`src/rtl/s2_xlate_pkg.sv`:
```
package s2_xlate_pkg;
  localparam int ENTRY_W = 64;

  typedef enum logic [1:0] {
    ACC_RD = 2'd0,
    ACC_WR = 2'd1,
    ACC_EX = 2'd2
  } acc_e;

  typedef enum logic {
    CAUSE_NP   = 1'b0,
    CAUSE_PERM = 1'b1
  } cause_e;

  typedef enum logic [1:0] {
    ST_IDLE,
    ST_ISSUE,
    ST_WAIT
  } st_e;
endpackage

```
`src/rtl/s2_idx_sel.sv`:
```
module s2_idx_sel #(
  parameter int GPA_W  = 48,
  parameter int LEVELS = 4,
  parameter int IDX_W  = 9,
  parameter int PAGE_W = 12,
  parameter int LVL_W  = 2
) (
  input  logic [GPA_W-1:0] gpa_i,
  input  logic [LVL_W-1:0] lvl_i,
  output logic [IDX_W-1:0] idx_o
);
  logic [IDX_W-1:0] fld [LEVELS];

  for (genvar g = 0; g < LEVELS; g++) begin : g_fld
    assign fld[g] = gpa_i[PAGE_W + IDX_W*(LEVELS-1-g) +: IDX_W];
  end

  assign idx_o = fld[lvl_i];

  logic unused_pg;
  assign unused_pg = ^gpa_i[PAGE_W-1:0];
endmodule

```
`src/rtl/s2_entry_chk.sv`:
```
module s2_entry_chk
  import s2_xlate_pkg::*;
#(
  parameter int HPA_W  = 52,
  parameter int PAGE_W = 12
) (
  input  logic [ENTRY_W-1:0] entry_i,
  input  acc_e               acc_i,
  output logic               present_o,
  output logic               allowed_o,
  output logic [HPA_W-1:0]   next_base_o
);
  logic [2:0] perm;
  assign perm        = entry_i[2:0];
  assign present_o   = |perm;
  assign next_base_o = {entry_i[HPA_W-1:PAGE_W], {PAGE_W{1'b0}}};

  always_comb begin
    unique case (acc_i)
      ACC_RD:  allowed_o = perm[0];
      ACC_WR:  allowed_o = perm[1];
      ACC_EX:  allowed_o = perm[2];
      default: allowed_o = 1'b0;
    endcase
  end

  logic unused_ent;
  assign unused_ent = ^{entry_i[ENTRY_W-1:HPA_W], entry_i[PAGE_W-1:3]};
endmodule

```
`src/rtl/s2_xlate.sv`:
```
module s2_xlate
  import s2_xlate_pkg::*;
#(
  parameter int GPA_W  = 48,
  parameter int HPA_W  = 52,
  parameter int LEVELS = 4,
  parameter int IDX_W  = 9,
  parameter int PAGE_W = 12
) (
  input  logic                 clk_i,
  input  logic                 rst_ni,
  input  logic [HPA_W-1:0]     root_base_i,
  input  logic                 req_valid_i,
  input  logic [GPA_W-1:0]     req_gpa_i,
  input  logic [1:0]           req_acc_i,
  output logic                 req_ready_o,
  output logic                 mem_req_o,
  output logic [HPA_W-1:0]     mem_addr_o,
  input  logic                 mem_rsp_valid_i,
  input  logic [ENTRY_W-1:0]   mem_rsp_data_i,
  output logic                 done_o,
  output logic [HPA_W-1:0]     hpa_o,
  output logic                 viol_o,
  output logic [GPA_W-1:0]     viol_gpa_o,
  output logic [1:0]           viol_acc_o,
  output logic [1:0]           viol_level_o,
  output logic                 viol_cause_o
);
  localparam int LVL_W = (LEVELS > 1) ? $clog2(LEVELS) : 1;
  localparam logic [LVL_W-1:0] LAST_LVL = LVL_W'(LEVELS-1);
  localparam int PAD_W = HPA_W - IDX_W - 3;

  st_e               state_q;
  logic [GPA_W-1:0]  gpa_q;
  acc_e              acc_q;
  logic [HPA_W-1:0]  base_q;
  logic [LVL_W-1:0]  lvl_q;
  logic              done_q, viol_q;
  cause_e            cause_q;
  logic [HPA_W-1:0]  hpa_q;

  logic [IDX_W-1:0]  idx;
  logic              present, allowed;
  logic [HPA_W-1:0]  next_base;
  logic              accept;

  s2_idx_sel #(
    .GPA_W(GPA_W), .LEVELS(LEVELS), .IDX_W(IDX_W), .PAGE_W(PAGE_W), .LVL_W(LVL_W)
  ) u_idx (
    .gpa_i (gpa_q),
    .lvl_i (lvl_q),
    .idx_o (idx)
  );

  s2_entry_chk #(.HPA_W(HPA_W), .PAGE_W(PAGE_W)) u_chk (
    .entry_i     (mem_rsp_data_i),
    .acc_i       (acc_q),
    .present_o   (present),
    .allowed_o   (allowed),
    .next_base_o (next_base)
  );

  assign req_ready_o = (state_q == ST_IDLE);
  assign accept      = req_valid_i && req_ready_o;
  assign mem_req_o   = (state_q == ST_ISSUE);
  assign mem_addr_o  = base_q | {{PAD_W{1'b0}}, idx, 3'b000};

  always_ff @(posedge clk_i or negedge rst_ni) begin
    if (!rst_ni) begin
      state_q <= ST_IDLE;
      gpa_q   <= '0;
      acc_q   <= ACC_RD;
      base_q  <= '0;
      lvl_q   <= '0;
      done_q  <= 1'b0;
      viol_q  <= 1'b0;
      cause_q <= CAUSE_NP;
      hpa_q   <= '0;
    end else begin
      done_q <= 1'b0;
      viol_q <= 1'b0;
      unique case (state_q)
        ST_IDLE: if (accept) begin
          gpa_q   <= req_gpa_i;
          acc_q   <= acc_e'(req_acc_i);
          base_q  <= root_base_i;
          lvl_q   <= '0;
          state_q <= ST_ISSUE;
        end
        ST_ISSUE: state_q <= ST_WAIT;
        ST_WAIT: if (mem_rsp_valid_i) begin
          if (!present) begin
            viol_q  <= 1'b1;
            cause_q <= CAUSE_NP;
            state_q <= ST_IDLE;
          end else if (lvl_q != LAST_LVL) begin
            base_q  <= next_base;
            lvl_q   <= lvl_q + LVL_W'(1);
            state_q <= ST_ISSUE;
          end else if (allowed) begin
            done_q  <= 1'b1;
            hpa_q   <= {next_base[HPA_W-1:PAGE_W], gpa_q[PAGE_W-1:0]};
            state_q <= ST_IDLE;
          end else begin
            viol_q  <= 1'b1;
            cause_q <= CAUSE_PERM;
            state_q <= ST_IDLE;
          end
        end
        default: state_q <= ST_IDLE;
      endcase
    end
  end

  assign done_o       = done_q;
  assign hpa_o        = hpa_q;
  assign viol_o       = viol_q;
  assign viol_gpa_o   = gpa_q;
  assign viol_acc_o   = acc_q;
  assign viol_level_o = 2'(lvl_q);
  assign viol_cause_o = cause_q;

  p_excl_r6: assert property (@(posedge clk_i) disable iff (!rst_ni)
    !(done_o && viol_o));

  p_viol_pulse_r6: assert property (@(posedge clk_i) disable iff (!rst_ni)
    viol_o |=> !viol_o);

  p_done_pulse_r3: assert property (@(posedge clk_i) disable iff (!rst_ni)
    done_o |=> !done_o);

  p_busy_r7: assert property (@(posedge clk_i) disable iff (!rst_ni)
    accept |=> !req_ready_o);

  p_rd_pulse_r9: assert property (@(posedge clk_i) disable iff (!rst_ni)
    mem_req_o |=> !mem_req_o);

  p_rd_busy_r9: assert property (@(posedge clk_i) disable iff (!rst_ni)
    mem_req_o |-> !req_ready_o);

  p_perm_leaf_r5: assert property (@(posedge clk_i) disable iff (!rst_ni)
    (viol_o && viol_cause_o) |-> (viol_level_o == 2'(LAST_LVL)));
endmodule

```
`config.mk`:
```
export PLATFORM = sky130hd
export DESIGN_NAME = s2_xlate
export DESIGN_NICKNAME = d
export VERILOG_FILES = /design/src/rtl/s2_xlate_pkg.sv /design/src/rtl/s2_idx_sel.sv /design/src/rtl/s2_entry_chk.sv /design/src/rtl/s2_xlate.sv
export SDC_FILE = /design/constraint.sdc
export NUM_CORES = 1
export LEC_CHECK = 0
export BUFFER_PORTS_ARGS = -buffer_cell sky130_fd_sc_hd__buf_4
export CORE_ASPECT_RATIO = 1.25
export CORE_MARGIN = 1.5
export CORE_UTILIZATION = 44
export DETAILED_ROUTE_END_ITERATION = 16
export PLACE_DENSITY = 0.78
export SLEW_MARGIN = 40
export SYNTH_ARGS = -nofsm -noshare
export SYNTH_HDL_FRONTEND = slang
export SYNTH_HIERARCHICAL = 1
export SYNTH_SLANG_ARGS = --single-unit
```
`constraint.sdc`:
```
create_clock -name clk_i -period 1.74 [get_ports clk_i]
set_clock_uncertainty 0.1 [all_clocks]
set_input_delay 0.348 -clock clk_i [delete_from_list [all_inputs] [get_ports clk_i]]
set_output_delay 0.348 -clock clk_i [all_outputs]
set_load 0.01 [all_outputs]
```
### Word level (Yosys, flattened, before mapping)

Index checks and enable logic that the tools add are counted.

| operators by class | value |
|---|---|
| add/subtract/negate cells | 1 |
| order comparisons | 1 |
| equality and inequality tests | 11 |
| mux-type cells | 32 |
| bitwise logic cells | 3 |
| reduce and logical (&&, ||, !) cells | 10 |

Operator list:

| operator | number |
|---|---|
| 52-bit two-way mux | 4 |
| 52-bit one-hot mux with 2 select lines | 1 |
| 52-bit by 12-bit bitwise OR with 52-bit output | 1 |
| 9-bit binary-select mux with 2-bit select | 1 |
| 9-bit two-way mux | 2 |
| 1-bit two-way mux | 15 |
| 2-bit two-way mux | 6 |
| 2-bit inequality test, second input constant | 6 |
| 5-bit AND reduction | 2 |
| 2-bit one-hot mux with 3 select lines | 1 |
| 2-bit by 1-bit == test with 1-bit output, second input constant | 2 |
| 2-bit == test, second input constant | 2 |
| 2-bit logical NOT | 2 |
| 2-bit one-hot mux with 2 select lines | 1 |
| 2-bit AND reduction | 2 |
| 4-bit AND reduction | 1 |
| 3-bit greater-or-equal comparator, second input constant | 1 |
| 2-bit NOT with 3-bit output | 1 |
| 1-bit one-hot mux with 3 select lines | 1 |
| 3-bit OR reduction | 1 |
| 2-bit by 1-bit adder with 2-bit output, second input constant | 1 |
| 2-bit by 1-bit inequality test with 1-bit output, second input constant | 1 |
| 2-bit nonzero test | 1 |
| 1-bit logical AND | 1 |
| 1-bit NOT | 1 |

| word-level totals | value |
|---|---|
| register bits after elaboration | 161 |
| input port bits | 170 |

### Longest topological paths before layout

| depth | value |
|---|---|
| depth in word-level cells | 7 |
| mapped depth | 6 |

### Hierarchy

Netlist, hierarchy kept.

Modules (own cells, without submodules):

| module | instances | cells an instance | area an instance (sq um) | sequential area each (sq um) |
|---|---|---|---|---|
| s2_xlate | 1 | 465 | 7125.6 | 4028.9 |
| s2_entry_chk | 1 | 57 | 422.9 | 0.0 |
| s2_idx_sel | 1 | 11 | 219.0 | 0.0 |

### Worst setup path after synthesis

Ideal clock, no wire load.

| path | value |
|---|---|
| path kind | flip-flop to output port |
| start point | register lvl_q[0] (netlist: viol_level_o[0]) |
| end point | output mem_addr_o[10] |
| arrival | 1.451 ns |
| data required time | 1.292 ns |
| slack | -0.159 ns |
| cell stages (with the launch flop) | 4 |
| buffers on the path | 1 |
| path through | dfrtp_1 buf_6 mux4_2 or2_2 |

| between the ends | value |
|---|---|
| longest elaborated chain between the ends | 5 |

RTL lines:

| item | line | RTL |
|---|---|---|
| from (decl) | s2_xlate.sv:37 | `logic [LVL_W-1:0] lvl_q;` |
| from (signal assigned) | s2_xlate.sv:98 | `lvl_q <= lvl_q + LVL_W'(1);` |
| 2-bit NOT with 3-bit output (not written as such) | s2_idx_sel.sv:18 | `assign idx_o = fld[lvl_i];` |
| 9-bit binary-select mux with 2-bit select | s2_idx_sel.sv:18 |  |
| 9-bit two-way mux (not written as such) (2 in a row) | s2_idx_sel.sv:18 |  |
| named net idx[7] | s2_xlate.sv:42 | `logic [IDX_W-1:0] idx;` |
| 52-bit by 12-bit bitwise OR with 52-bit output | s2_xlate.sv:66 | `assign mem_addr_o = base_q \| {{PAD_W{1'b0}}, idx, 3'b000};` |
| to (decl) | s2_xlate.sv:18 | `output logic [HPA_W-1:0] mem_addr_o,` |

The timed path passes the listed nets, and every way through them passes these cells. The select of a mux whose other input is x is not followed.

### Final worst setup path

| path | value |
|---|---|
| start point | register lvl_q[0] (netlist: viol_level_o[0]) |
| end point | output mem_addr_o[9] |

The elaborated chain is that of the path after synthesis.

==> results.tsv <==
metric	value	unit
status	complete, but fails checks	
violations	negative setup slack	
p_clk_frac	0.208	
internal-power	13800	uW
period_share	1.32	
synthFlopType	dfrtp_1	
syn2layout_area_growth	51.5	%
wl	22.1	mm
min_from	req_gpa_i[4]	
grt_pass1_wl	32.9	mm
synth_edf_count	0	
p_leak	0.00575	uW
nNetsFinal	994	
peakVddDrop	1.23	mV
totalPowerFinal	20000	uW
via_count	5310	
grt_pass1_vias	5835	
seq_area_frac_synth	0.519	
grt_usage	0.237	
sw_frac_of_total	0.306	
seqCellArea	0.00403	sq mm
num_io_pins	331	
cts_sinks	161	
overflow	0	
place.gp.congestion	0.823	
fmax	435	MHz
final_core_utilization	0.678	
die_h	152	um
synth-async-reset-ratio	1.00	
dp_cells	983	
ys_ff_latch	161	
cts_tree	done	
fin_ws	-557	ps
die_area	0.0185	sq mm
multi_input_area	0.00333	sq mm
r2r-start	viol_level_o[0]	
clk_pin_slew	70	ps
min_path_type	input pin to register	
viasPerCell	5.01	
fill_cells	1200	
cp-start-kind	register	
maxCapViolCount	0	
die_x	122	um
cts_max_level	4	
netlist_area	0.00777	sq mm
combPwrFrac	0.481	
setup_tns	-35300	ps
cp_data_arrival_time	1850	ps
yosys_warnings	6	
avgRoutedWirePerCell	20.8	um
criticalPathCategory	register to primary output	
grt_antenna_before_repair	0	
hold_viol	0	
critPathCaptureType	primary output	
critPathRequiredTime	1290	ps
port_buffers	309	
rsz0062_at_grt	true	
synth.distinct_cells	34	
highest_layer	met4	
core	0.0174	sq mm
grt_max_degree	47	
setup_viol	118	
synth.top_cells.by_area	dfrtp_1 (52%), mux2_2 (29%), buf_4 (9.2%)	
startpoint	viol_level_o[0]	
antenna_cells	0	
cts-root-buf	clkbuf_16	
wl_met1	8.19	mm
clk_latency	420	ps
crit_fanout	11	
drive_gt1_frac	0.766	
synth_largest_area_cell	dfrtp_1	
ant_nets	0	
clock_path_buffers	2	
yosys.area.top_type_share	0.519	
min_period	2300	ps
postSynthAreaPerCell	14.6	sq um
drt_iter0_markers	132	
rows	54	
start_util	0.447	
post-route-drc-count	0	
met3_wirelength	1.16	mm
instances_no_fill	1059	
final_max_slew_viol_count	0	
drtPass1Iterations	5	
cts_buffers	17	
power.switching	6120	uW
place_hpwl	13.8	mm
seqPwrFrac	0.311	
power_density	1700	mW/mm^2
met2_length	12.0	mm
netlist_instances	533	
[per-layer routing]
layer	up-vias	global-route usage
met5	-	0
met4	0	0.103
met3	44	0.0528
met2	203	0.425
met1	2716	0.269
li1	2347	-
[worst paths after layout]
kind / endpoint / slack [ps] / cells after the start
min: viol_gpa_o[4] / 40 / 2
max in group asynchronous: base_q[16] / 680 / 3
min in group asynchronous: viol_gpa_o[9] / 280 / 2
min reg2reg: base_q[49] / 410 / 1
max reg2reg: hpa_o[35] / -360 / 10
max: mem_addr_o[9] / -560 / 4
[placed cells by master (no fill, tap or decap), types with 2 or more instances in the layout]
cell,synthesis,final
buf_4,95,322
dfrtp_1,161,158
mux2_4,0,114
mux2_2,199,88
buf_6,16,22
clkbuf_16,0,19
buf_12,0,17
buf_16,0,12
conb_1,1,12
or2_4,0,9
mux4_2,9,9
bufinv_16,0,5
mux2_1,7,4
buf_8,0,3
dfrtp_2,0,3
nor2_4,0,2
nand2b_1,2,2
nand3b_1,2,2
nor2_1,3,2
clkinv_2,0,2
clkinv_4,0,2
[metrics by stage]
stage / hold slack [ps] / worst slack [ps] / cell area, sq um
detailed placement: 163 / -257 / 10000
floorplan: -47.6 / -113 / 8020
global placement: 152 / -220 / 10000
CTS: 32.3 / -576 / 11600
finish: 45.0 / -557 / 11800
global route: 32.3 / -620 / 11800
[sequential cells by signal (all words and copies together) (netlist names)]
name / flops
viol_gpa_o: 48
done_o: 1
viol_o: 1
hpa_o: 52
viol_acc_o: 2
state_q: 2
base_q: 52
viol_cause_o: 1
viol_level_o: 2
[worst max-delay path: stages, from the launching register on]
cell and delay [ps]:
dfrtp_2 390, buf_12 160, mux4_2 520, or2_4 250
buf_6 120
[Yosys cell counts, types with 2 or more instances]
cell type  instances
or2_2              9
nor2_1             3
nand2b_1           2
buf_6             16
buf_2              6
nand3b_1           2
mux2_2           199
dfrtp_1          161
mux2_1             7
mux4_2             9
buf_4             95
clkbuf_1           2
[what timing repair did]
item                       in CTS  in global routing
setup endpoints to repair     126                155
hold endpoints to repair       26                  0
cloned                         16                  2
buffers inserted               28                  7
pin swaps                       6                  2
gates resized for setup        76                 60
hold buffers                    1                  0
[power by group through the flow]
| stage | Combinational (uW) | Sequential (uW) | Clock (uW) |
|---|---|---|---|
| final | 9600 | 6210 | 4140 |
| after global placement | 7430 | 6110 | 0 |
| after detailed placement | 7610 | 6210 | 0 |
| after global routing | 10100 | 6390 | 4380 |
| after CTS | 9190 | 6150 | 4200 |
| after floorplan | 4640 | 6320 | 0 |
[cells by family (layout without fill, tap and decap cells)]
kind of cell               after synthesis  after routing  synth area share
muxes                                  216            216             0.326
DFF                                    161            161             0.519
buffers and inverters                  121            412             0.121
and+or+nand+nor                         24             24            0.0221
AOI/OAI and AO/OA                        9              9            0.0101
adders and majority gates                1              1           0.00161
other                                    1             12          0.000483
[area by class of cell]
cell class,count,area share
inverters,1,0.000319
well taps,224,0.0238
multi-input cells,262,0.283
flip-flops and latches,161,0.343
clock inverters,12,0.0174
clock buffers,19,0.0376
repair buffers,380,0.295
No activity file was read; power rests on OpenSTA's default activity.
